$ cat src/rtl/lk_pkg.sv
package lk_pkg;
  localparam int unsigned FRAME_BYTES = 60;
  localparam int unsigned IDX_W = $clog2(FRAME_BYTES);

  function automatic logic [7:0] frame_byte(input int unsigned idx,
                                            input logic [47:0] src,
                                            input logic [15:0] opc);
    logic [7:0] b;
    b = 8'h00;
    case (idx)
      0:  b = 8'h01;
      1:  b = 8'h80;
      2:  b = 8'hC2;
      3:  b = 8'h00;
      4:  b = 8'h00;
      5:  b = 8'h01;
      6:  b = src[47:40];
      7:  b = src[39:32];
      8:  b = src[31:24];
      9:  b = src[23:16];
      10: b = src[15:8];
      11: b = src[7:0];
      12: b = 8'h88;
      13: b = 8'h08;
      14: b = opc[15:8];
      15: b = opc[7:0];
      default: b = 8'h00;
    endcase
    return b;
  endfunction
endpackage

$ cat src/rtl/lk_idle_timer.sv
module lk_idle_timer #(
  parameter int W = 8
) (
  input  logic         clk,
  input  logic         rst,
  input  logic         tick,
  input  logic         restart,
  input  logic         hold,
  input  logic [W-1:0] limit,
  output logic         fire
);
  logic [W-1:0] cnt_q;
  logic [W:0]   cnt_inc;

  assign cnt_inc = {1'b0, cnt_q} + 1'b1;
  assign fire = (limit != '0) && tick && !restart && !hold &&
                (cnt_inc >= {1'b0, limit});

  always_ff @(posedge clk) begin
    if (rst || restart || hold || limit == '0)
      cnt_q <= '0;
    else if (tick)
      cnt_q <= fire ? '0 : cnt_inc[W-1:0];
  end
endmodule

$ cat src/rtl/lk_frame_gen.sv
module lk_frame_gen
  import lk_pkg::*;
(
  input  logic        clk,
  input  logic        rst,
  input  logic        start,
  input  logic [47:0] src,
  input  logic [15:0] opc,
  input  logic        ready,
  output logic [7:0]  data,
  output logic        valid,
  output logic        last,
  output logic        busy
);
  logic [IDX_W-1:0] idx_q;
  logic             accept;

  assign accept = valid && ready;
  assign busy   = valid;

  always_ff @(posedge clk) begin
    if (rst) begin
      valid <= 1'b0;
      last  <= 1'b0;
      idx_q <= '0;
      data  <= '0;
    end else if (!valid) begin
      if (start) begin
        valid <= 1'b1;
        last  <= 1'b0;
        idx_q <= '0;
        data  <= frame_byte(0, src, opc);
      end
    end else if (accept) begin
      if (last) begin
        valid <= 1'b0;
        last  <= 1'b0;
        idx_q <= '0;
      end else begin
        idx_q <= idx_q + 1'b1;
        data  <= frame_byte(int'(idx_q) + 1, src, opc);
        last  <= (int'(idx_q) + 1 == FRAME_BYTES - 1);
      end
    end
  end
endmodule

$ cat src/rtl/link_keepalive.sv
module link_keepalive #(
  parameter int PERIOD_W = 8
) (
  input  logic                clk,
  input  logic                rst,
  input  logic                slot_tick,
  input  logic                tx_frame_evt,
  input  logic                rx_good_evt,
  input  logic [PERIOD_W-1:0] period_cfg,
  input  logic [15:0]         opcode_cfg,
  input  logic [47:0]         src_mac,
  input  logic                irq_clear,
  input  logic                hb_ready,
  output logic [7:0]          hb_data,
  output logic                hb_valid,
  output logic                hb_last,
  output logic                irq_timeout
);
  logic [PERIOD_W-1:0] half_period;
  logic [PERIOD_W-1:0] tx_limit;
  logic                tx_fire, rx_fire, gen_busy;

  assign half_period = period_cfg >> 1;
  assign tx_limit = (period_cfg == '0) ? '0 :
                    (half_period == '0) ? PERIOD_W'(1) : half_period;

  lk_idle_timer #(.W(PERIOD_W)) tx_timer_i (
    .clk(clk), .rst(rst), .tick(slot_tick), .restart(tx_frame_evt),
    .hold(gen_busy), .limit(tx_limit), .fire(tx_fire)
  );

  lk_idle_timer #(.W(PERIOD_W)) rx_timer_i (
    .clk(clk), .rst(rst), .tick(slot_tick), .restart(rx_good_evt),
    .hold(1'b0), .limit(period_cfg), .fire(rx_fire)
  );

  lk_frame_gen gen_i (
    .clk(clk), .rst(rst), .start(tx_fire), .src(src_mac), .opc(opcode_cfg),
    .ready(hb_ready), .data(hb_data), .valid(hb_valid), .last(hb_last),
    .busy(gen_busy)
  );

  always_ff @(posedge clk) begin
    if (rst)
      irq_timeout <= 1'b0;
    else if (rx_fire)
      irq_timeout <= 1'b1;
    else if (irq_clear)
      irq_timeout <= 1'b0;
  end
endmodule

$ cat config.mk
export PLATFORM = sky130hd
export DESIGN_NAME = link_keepalive
export DESIGN_NICKNAME = d
export VERILOG_FILES = /design/src/rtl/lk_pkg.sv /design/src/rtl/lk_idle_timer.sv /design/src/rtl/lk_frame_gen.sv /design/src/rtl/link_keepalive.sv
export SDC_FILE = /design/constraint.sdc
export NUM_CORES = 1
export LEC_CHECK = 0
export BUFFER_PORTS_ARGS = -buffer_cell sky130_fd_sc_hd__buf_2
export CORE_MARGIN = 10
export CORE_UTILIZATION = 47
export DETAILED_ROUTE_END_ITERATION = 7
export PLACE_DENSITY_LB_ADDON = 0.15
export SETUP_SLACK_MARGIN = 0.3
export SLEW_MARGIN = 10
export SYNTH_ARGS = -nofsm -noshare
export SYNTH_HDL_FRONTEND = slang
export SYNTH_HIERARCHICAL = 1
export SYNTH_SLANG_ARGS = --single-unit
$ cat constraint.sdc
create_clock -name clk -period 2.7 [get_ports clk]
set_input_delay 0.27 -clock clk [delete_from_list [all_inputs] [get_ports clk]]
set_output_delay 0.27 -clock clk [all_outputs]
set_load 0.02 [all_outputs]
## After elaboration in Yosys (flattened, before gate mapping)

Cells that the tools add are included.

- Register bits after elaboration: 33
- Output and inout bits: 11
- Logic and storage cells: 80

- Add/sub/neg operators: 5
- Magnitude comparators: 2
- Equal/unequal tests: 16
- Muxes and demuxes: 23
- Reductions and logical operators: 27

Operators by type and width:

| kind | count |
|---|---|
| $eq 32x4->1 const B | 8 |
| $pmux 8 s13 | 1 |
| $eq 32x3->1 const B | 3 |
| $mux 8 | 6 |
| $eq 32x1->1 const B | 1 |
| $eq 32x2->1 const B | 1 |
| $eq 32x6->1 const B | 1 |
| $logic_not 32->1 | 1 |
| $logic_not 8->1 | 3 |
| $mux 6 | 4 |
| $add 8x1->9 const B | 2 |
| $reduce_bool 8->1 | 2 |
| $add 6x1->7 const B | 2 |
| $mux 7 | 2 |
| $mux 1 | 10 |
| $ge 9x7->1 | 1 |
| $ge 9x8->1 | 1 |
| $logic_and 1x1->1 | 8 |
| $add 6x1->6 const B | 1 |
| $logic_or 1x1->1 | 5 |
| $ne 2x2->1 const B | 2 |
| $reduce_bool 2->1 | 2 |
| $logic_not 1->1 | 3 |
| $reduce_and 3->1 | 1 |
| 2 further kinds | 2 |

## Longest topological paths before layout

Gate-level depths: netlist of the first run.

- Depth after elaboration: 10
- Mapped depth: 15

## By module

The synthesis of the first run kept the hierarchy.

Modules (own cells, without submodules):

| module | instances | cells each | area each (um^2) | seq. area each (um^2) |
|---|---|---|---|---|
| lk_frame_gen | 1 | 194 | 1406.3 | 320.3 |
| lk_idle_timer | 2 | 84 | 680.7 | 160.2 |
| link_keepalive | 1 | 14 | 88.8 | 20.0 |

## Worst setup path before layout of the first run

No wires, ideal clock.

- Path kind: register to register
- Start point: register tx_timer_i.cnt_q[0]
- End point: register gen_i.data[6]
- Setup time: 0.078 ns
- Data arrival time: 2.746 ns
- Data required time: 2.622 ns
- Slack: -0.124 ns
- Stages on the path, launching flop included: 15
- Period minus slack after synthesis: 2.824 ns
- Path through: dfxtp_1 -> ha_1 -> nor2b_1 -> or2_2 -> ha_1 -> a21oi_1 -> o21ai_0 -> a21oi_1 -> a21oi_1 -> nand2b_1 -> nand2_1 -> nor2_1 -> nand2_1 -> a21boi_0 -> a32oi_1

- Cells in the longest elaborated chain, start to end: 5

RTL lines:

| item | line | RTL |
|---|---|---|
| start, declared | lk_idle_timer.sv:12 | `logic [W-1:0] cnt_q;` |
| start signal, assigned | lk_idle_timer.sv:23 | `cnt_q <= fire ? '0 : cnt_inc[W-1:0];` |
| $add 8x1->9 | lk_idle_timer.sv:15 | `assign cnt_inc = {1'b0, cnt_q} + 1'b1;` |
| $ge 9x7->1 | lk_idle_timer.sv:17 | `(cnt_inc >= {1'b0, limit});` |
| $logic_and 1x1->1 | lk_idle_timer.sv:16 | `assign fire = (limit != '0) && tick && !restart && !hold &&` |
| net tx_fire | link_keepalive.sv:21 | `logic tx_fire, rx_fire, gen_busy;` |
| $reduce_bool 2->1 (no source line) | n/a |  |
| $reduce_and 3->1 (no source line) | n/a |  |
| end signal, assigned | lk_frame_gen.sv:32 | `data <= frame_byte(0, src, opc);` |
| end signal, assigned | lk_frame_gen.sv:41 | `data <= frame_byte(int'(idx_q) + 1, src, opc);` |
| end, declared | lk_frame_gen.sv:10 | `output logic [7:0] data,` |

The timed path passes the listed nets, and every way through them passes these cells.
A chain may end at the register's enable or synchronous reset.

## Final worst setup path of the first run

- Start point: register tx_timer_i.cnt_q[1]
- End point: register gen_i.data[6]

Same word-level chain as after synthesis.

==> impl_metrics.csv, run 1 <==
group,metric,value,unit
global_routing,grt_pass1_wl,13800,um
power_and_ir_drop,netSwitchingPower,0.000245,W
timing,fin_crit,2.47,ns
clock_tree,numClockSinks,33,
finish,layout_common_cells,"buf_2, nand2_1, a22oi_1",
finish,layout_commonest_cell,"buf_2",
clock_tree,root_buffer,"clkbuf_8",
timing,finClkSkew,0.0110,ns
place,place_congestion,0.929,
critical_path,crit_slowest_cell,"dfxtp_4",
power_and_ir_drop,seq_power_share,48.2,%
logic_synthesis,postSynthCellCount,376,
power_and_ir_drop,peakVddDrop,0.000194,V
routing,drtIter0Drc,94,
finish,nNetsFinal,581,
routing,drt-pass1-iter-count,5,
die,fp-row-count,28,
timing,setup-violations-final,0,
timing,fmax,404,MHz
finish,fin_area,0.00375,mm^2
critical_path,worstPathArrival,2.67,ns
die,io_pins,90,
logic_synthesis,syn-cell-area,0.00286,mm^2
logic_synthesis,avgSynthCellArea,7.60,um^2
die,start_util,48.2,%
timing,rsz0062_at_grt,"true",
job,cap_violations,0,
routing,vias,3104,
logic_synthesis,yosys_register_bits,33,
global_routing,antenna_found_initial,0,
critical_path,path_class,"flop to flop",
clock_tree,cts_hold_buf,0,
logic_synthesis,synth_seq_area_share,23.1,%
critical_path,critPathBufInv,0,
die,core,0.00592,mm^2
timing,hold_viol,0,
finish,synthToLayoutAreaGrowth,31.4,%
global_routing,grt_pass1_vias,3025,
worst_hold_path,hp-class,"input pin to flop",
finish,drive_gt1_share,37.9,%
critical_path,worst_path_dominant_cell_family,"simple AND/OR/NAND/NOR gates",
critical_path,cp.required,2.90,ns
logic_synthesis,synth_edf_count,0,
clock_tree,h-tree-depth,2,
timing,final.setup.tns,0,ns
routing,avgViaCountPerCell,5.59,
place,io_buffers,89,
outcome,status,"finished clean",
clock_tree,cts_tree,"done",
timing,maxSlewHeadroom,53.8,%
clock_tree,clockBufferDepth,2,
power_and_ir_drop,p_leak,1.79,nW
logic_synthesis,yosysUniqueCellTypes,55,
power_and_ir_drop,p_sw_share,24.3,%
die,die_y,98.0,um
die,dieArea,0.00960,mm^2
routing,drt.antenna.violating_nets,0,
timing,tightest_slew,0.690,ns
clock_tree,cts_buffers,5,
place,placed_area,0.00345,mm^2
place,post-dp-hpwl,6800,um
routing,drt-wirelength-per-cell,16.0,um
critical_path,cp_cell_sequence,"ha_4, nand3_2, nor2_2, xor2_1, ha_1, nand3_2, nor2_1, a21oi_2, a21oi_2, nand2b_1, nand2_2, nor2_4, nand2_2, a21boi_1, a32oi_1",
finish,diodes,0,
logic_synthesis,ys_warn_count,6,
finish,n_fill_cell,525,
routing,drt_wl_total,8870,um
routing,drc_errors,0,
clock_tree,cts.reportedPaths.clkPinSlew,0.07,ns
critical_path,cp-end-kind,"flop",
timing,maxSlewViolCount,0,
power_and_ir_drop,p_comb_share,13.8,%
global_routing,grt_use_total,16.4,%
die,die_width,98.0,um
critical_path,max_stage_delay,0.38,ns
routing,wl_met3,584,um
logic_synthesis,yosysTopAreaCellShare,23.1,%
critical_path,startpoint_type,"flop",
timing,timing.final.crit_share,91.6,%
logic_synthesis,synth_largest_area_cell,"dfxtp_1",
clock_tree,clock_latency,0.29,ns
power_and_ir_drop,internal_power,0.000765,W
power_and_ir_drop,pwr-share-clk,38.0,%
routing,dr_wl_met2,4290,um
logic_synthesis,yosys-top-cells-area,"dfxtp_1, ha_1, a22oi_1",
global_routing,grt_max_degree,25,
critical_path,crit_fanout,4,
routing,top_layer,"met4",
routing,wl_met1,3930,um
global_routing,grt.overflow.total,0,
logic_synthesis,ys.flop_type,"dfxtp_1",
power_and_ir_drop,power_density,269,mW/mm^2
logic_synthesis,synth-async-reset-ratio,0,%
-- cell families (layout without fill, tap and decap cells) --
family                   after synthesis  after routing  synth area share [%]
AO/OA/AOI/OAI                        113            113                  27.4
other                                  1              4                 0.131
multiplexers                           2              2                 0.745
flip-flops                            33             33                  23.1
XOR/XNOR                              10             10                  3.07
buffers and inverters                 40            141                  5.65
adder cells (fa/ha/maj)               23             23                  10.1
AND/OR/NAND/NOR                      154            154                  29.8
-- worst paths after layout --
kind                                                  startpoint                    endpoint  slack [ns]  cells after the start
worst min-delay path                                   irq_clear    irq_timeout$_SDFFE_PP0P_        0.28                      3
worst max register to register  tx_timer_i/cnt_q[1]$_SDFFE_PP0P_  gen_i/data[6]$_SDFFE_PP0P_        0.23                     15
worst max-delay path            tx_timer_i/cnt_q[1]$_SDFFE_PP0P_  gen_i/data[6]$_SDFFE_PP0P_        0.23                     15
worst min register to register        gen_i/data[2]$_SDFFE_PP0P_  gen_i/data[2]$_SDFFE_PP0P_        0.46                      2
-- final cells by class --
type	instances	area [um^2]	share of cell area, %
Multi-Input combinational cell	306	2180	58.0
Sequential cell	33	688	18.3
Timing Repair Buffer	113	629	16.8
Tap cell	75	93.8	2.50
Clock buffer	8	90.1	2.40
Inverter	20	75.1	2.00
-- worst reg2reg max path, stage by stage (launching register included) --
cell and delay, ns:
dfxtp_4 0.38, ha_4 0.16, nand3_2 0.10, nor2_2 0.11, xor2_1 0.20, ha_1 0.30
nand3_2 0.10, nor2_1 0.06, a21oi_2 0.17, a21oi_2 0.08, nand2b_1 0.13, nand2_2 0.09
nor2_4 0.13, nand2_2 0.07, a21boi_1 0.13, a32oi_1 0.17
-- metrics by stage --
stage,std cells,hold WS (ns),util [%],worst slack (ns),total power [W]
finish,555,0.283,63.4,0.228,0.00101
global route,555,0.279,63.4,0.0381,0.00106
CTS,545,0.265,60.7,0.306,0.00102
detailed placement,532,0.452,58.3,0.0810,0.000631
global placement,532,0.450,58.3,0.158,0.000627
floorplan,379,0.339,-,0.289,0.000557
-- power by group through the flow --
| stage | Combinational (W) | Sequential [W] | Clock (W) |
|---|---|---|---|
| floorplan | 0.0000560 | 0.000501 | 0 |
| global placement | 0.000126 | 0.000502 | 0 |
| detailed placement | 0.000130 | 0.000502 | 0 |
| CTS | 0.000135 | 0.000488 | 0.000396 |
| global route | 0.000155 | 0.000487 | 0.000413 |
| finish | 0.000139 | 0.000487 | 0.000384 |
-- synth_stat cells, drive strengths merged (2+ instances only) --
cell type  count
a21o          10
o21ai         17
and2           4
a21boi         2
o211a          2
a222oi         2
dfxtp         33
or3            2
or2            5
xnor2          4
a211oi         2
nor2          30
nand3         15
nand2b         2
nor2b          9
buf            6
a22oi         31
ha            23
a32oi          4
nand2         53
and3          11
or4            5
a22o           3
clkbuf        14
a21oi         21
o211ai         4
xor2           6
nor3           8
or4b           2
nand3b         2
nor4bb         2
nand4          2
o22ai          8
inv           20
-- flip-flops by register name (all words and copies together) (netlist names) --
signal            flops
gen_i/idx_q           6
gen_i/data            8
gen_i/busy            1
gen_i/last            1
rx_timer_i/cnt_q      8
irq_timeout           1
tx_timer_i/cnt_q      8
-- what timing repair did --
action | 4_1_cts | 5_1_grt
cloned | 0 | 0
pin swaps | 3 | 13
endpoints found under the setup margin | 8 | 31
setup buffers | 5 | 10
resized for setup | 6 | 30
-- layer usage --
| layer | global-route usage [%] | vias up |
|---|---|---|
| met5 | 0 | - |
| met4 | 3.58 | 0 |
| met3 | 5.57 | 7 |
| met2 | 28.1 | 92 |
| met1 | 19.3 | 1431 |
| li1 | - | 1574 |
Note: power is estimated with default switching activity, not from simulation.
==> run 2, diff against run 1 <==
Settings changed: MAX_ROUTING_LAYER set to met4.
==> run 2 against run 1 <==
  * Via count rose by 0.77%
  * Cell area did not move
  * Die area did not move
  * Routed wire length fell by 0.69%
  * Sequential cell count did not move
  * Register-to-register slack barely moved
  * Core utilization did not move
  * Total power barely moved
  * Largest cell class unchanged
==> impl_metrics.csv, run 2 (synthesis results as in run 1) <==
group,metric,value,unit
finish,fin_cells,555,
timing,maxSlewViolCount,0,
timing,rsz0062_at_grt,"true",
routing,drt-pass1-iter-count,4,
critical_path,cp-end-kind,"flop",
worst_hold_path,hp-class,"input pin to flop",
timing,timing.final.crit_share,91.5,%
power_and_ir_drop,p_sw_share,24.2,%
routing,drt.antenna.violating_nets,0,
critical_path,ff2ff_setup_slack,0.23,ns
timing,whs,0.282,ns
finish,layout_common_cells,"buf_2, nand2_1, a22oi_1",
timing,setup-violations-final,0,
clock_tree,h-tree-depth,2,
place,placed_area,0.00345,mm^2
routing,vias,3128,
power_and_ir_drop,power,0.00101,W
place,io_buffers,89,
clock_tree,root_buffer,"clkbuf_8",
place,place_inst,532,
finish,drive_gt1_share,37.9,%
finish,fin_area,0.00375,mm^2
critical_path,r2r_start,"tx_timer_i/cnt_q[1]$_SDFFE_PP0P_",
timing,tightest_slew,0.676,ns
critical_path,worstPathArrival,2.67,ns
die,io_pins,90,
clock_tree,cts_tree,"done",
critical_path,reg2reg_depth,15,
die,die_y,98.0,um
clock_tree,clock_latency,0.28,ns
routing,drtIter0Drc,119,
power_and_ir_drop,p_comb_share,13.8,%
clock_tree,numClockSinks,33,
global_routing,grt.overflow.total,0,
worst_hold_path,whs_path_depth,3,
critical_path,crit_slowest_cell,"dfxtp_4",
critical_path,cp.required,2.90,ns
outcome,status,"finished clean",
clock_tree,cts_hold_buf,0,
job,cap_violations,0,
global_routing,grt_max_degree,25,
clock_tree,clockBufferDepth,2,
power_and_ir_drop,seq_power_share,48.2,%
power_and_ir_drop,netSwitchingPower,0.000245,W
finish,layout_commonest_cell,"buf_2",
timing,maxSlewHeadroom,54.8,%
critical_path,worstReg2RegEnd,"gen_i/data[6]$_SDFFE_PP0P_",
critical_path,critPathBufInv,0,
routing,drt_wl_total,8810,um
finish,nNetsFinal,581,
finish,synthToLayoutAreaGrowth,31.4,%
timing,fin_crit,2.47,ns
critical_path,worst_path_dominant_cell_family,"simple AND/OR/NAND/NOR gates",
clock_tree,cts_buffers,5,
die,start_util,48.2,%
die,die_width,98.0,um
critical_path,max_stage_delay,0.38,ns
global_routing,grt_use_total,16.9,%
global_routing,grt_pass1_wl,13800,um
routing,drt-wirelength-per-cell,15.9,um
worst_hold_path,min_to,"irq_timeout$_SDFFE_PP0P_",
timing,final.setup.tns,0,ns
power_and_ir_drop,pwr-share-clk,38.0,%
global_routing,antenna_found_initial,0,
power_and_ir_drop,peakVddDrop,0.000194,V
critical_path,startpoint_type,"flop",
power_and_ir_drop,power_density,269,mW/mm^2
power_and_ir_drop,internal_power,0.000765,W
routing,drc_errors,0,
place,post-dp-hpwl,6800,um
finish,diodes,0,
die,core,0.00592,mm^2
timing,hold_viol,0,
place,place_congestion,0.946,
critical_path,cp_cell_sequence,"ha_4, nand3_2, nor2_2, xor2_1, ha_1, nand3_2, nor2_1, a21oi_2, a21oi_2, nand2b_1, nand2_2, nor2_4, nand2_2, a21boi_1, a32oi_1",
routing,avgViaCountPerCell,5.64,
timing,fmax,405,MHz
finish,n_fill_cell,525,
clock_tree,cts.reportedPaths.clkPinSlew,0.07,ns
critical_path,crit_fanout,4,
power_and_ir_drop,p_leak,1.79,nW
worst_hold_path,hold_start,"irq_clear",
global_routing,grt_pass1_vias,3024,
timing,finClkSkew,0.00949,ns
die,fp-row-count,28,
critical_path,path_class,"flop to flop",
finish,top_regs,"gen_i/data: 8 flops, rx_timer_i/cnt_q: 8 flops, tx_timer_i/cnt_q: 8 flops",
die,dieArea,0.00960,mm^2
run 2: cell counts in the layout (fill, tap and decap cells not counted):
Identical to the previous run, type by type.
run 2: worst min-delay path, delay by kind of cell:
| family | cells | cell delay, ns |
|---|---|---|
| simple gates | 1 | 0.10 |
| buf+inv | 1 | 0.08 |
| compound gates | 1 | 0.06 |
run 2: power groups by stage:
stage               Combinational [W]  Sequential, W  Clock [W]
floorplan                   0.0000560       0.000501          0
global placement             0.000126       0.000502          0
detailed placement           0.000130       0.000502          0
CTS                          0.000135       0.000488   0.000396
global route                 0.000155       0.000487   0.000413
finish                       0.000139       0.000487   0.000384
run 2: worst max path at each step:
stage	startpoint	endpoint	slack (ns)	depth (start not counted)
floorplan	tx_timer_i/cnt_q[0]$_SDFFE_PP0P_	gen_i/data[6]$_SDFFE_PP0P_	0.29	14
global placement	period_cfg[7]	gen_i/data[1]$_SDFFE_PP0P_	0.16	13
detailed placement	period_cfg[7]	gen_i/data[1]$_SDFFE_PP0P_	0.08	13
CTS	tx_timer_i/cnt_q[1]$_SDFFE_PP0P_	gen_i/idx_q[2]$_SDFFE_PP0P_	0.31	14
global route	tx_timer_i/cnt_q[1]$_SDFFE_PP0P_	gen_i/data[1]$_SDFFE_PP0P_	0.04	15
finish	tx_timer_i/cnt_q[1]$_SDFFE_PP0P_	gen_i/data[6]$_SDFFE_PP0P_	0.23	15
run 2: through the flow:
| stage | util [%] | setup WS (ns) |
|---|---|---|
| floorplan | - | 0.289 |
| global route | 63.4 | 0.0381 |
| detailed placement | 58.3 | 0.0810 |
| CTS | 60.7 | 0.306 |
| finish | 63.4 | 0.230 |
| global placement | 58.3 | 0.158 |
run 2: final cells by class:
class                   count  area, um^2  share of cell area, %
clock buffers               8        90.1                   2.40
inverters                  20        75.1                   2.00
repair buffers            113         629                   16.8
multi-input cells         306        2180                   58.0
flip-flops and latches     33         688                   18.3
well taps                  75        93.8                   2.50
run 2: timing repair:
action | in CTS | in global routing
endpoints found under the setup margin | 8 | 31
gates resized for setup | 6 | 30
hold endpoints to repair | 0 | 0
cloned | 0 | 0
pin swaps | 3 | 13
buffers inserted | 5 | 10
run 2: metal layers:
| metal | global-route usage [%] | wire length, um |
|---|---|---|
| met4 | 3.58 | 60 |
| met3 | 4.44 | 551 |
| met2 | 28.1 | 4240 |
| met5 | - | 0 |
| met1 | 20.0 | 3960 |
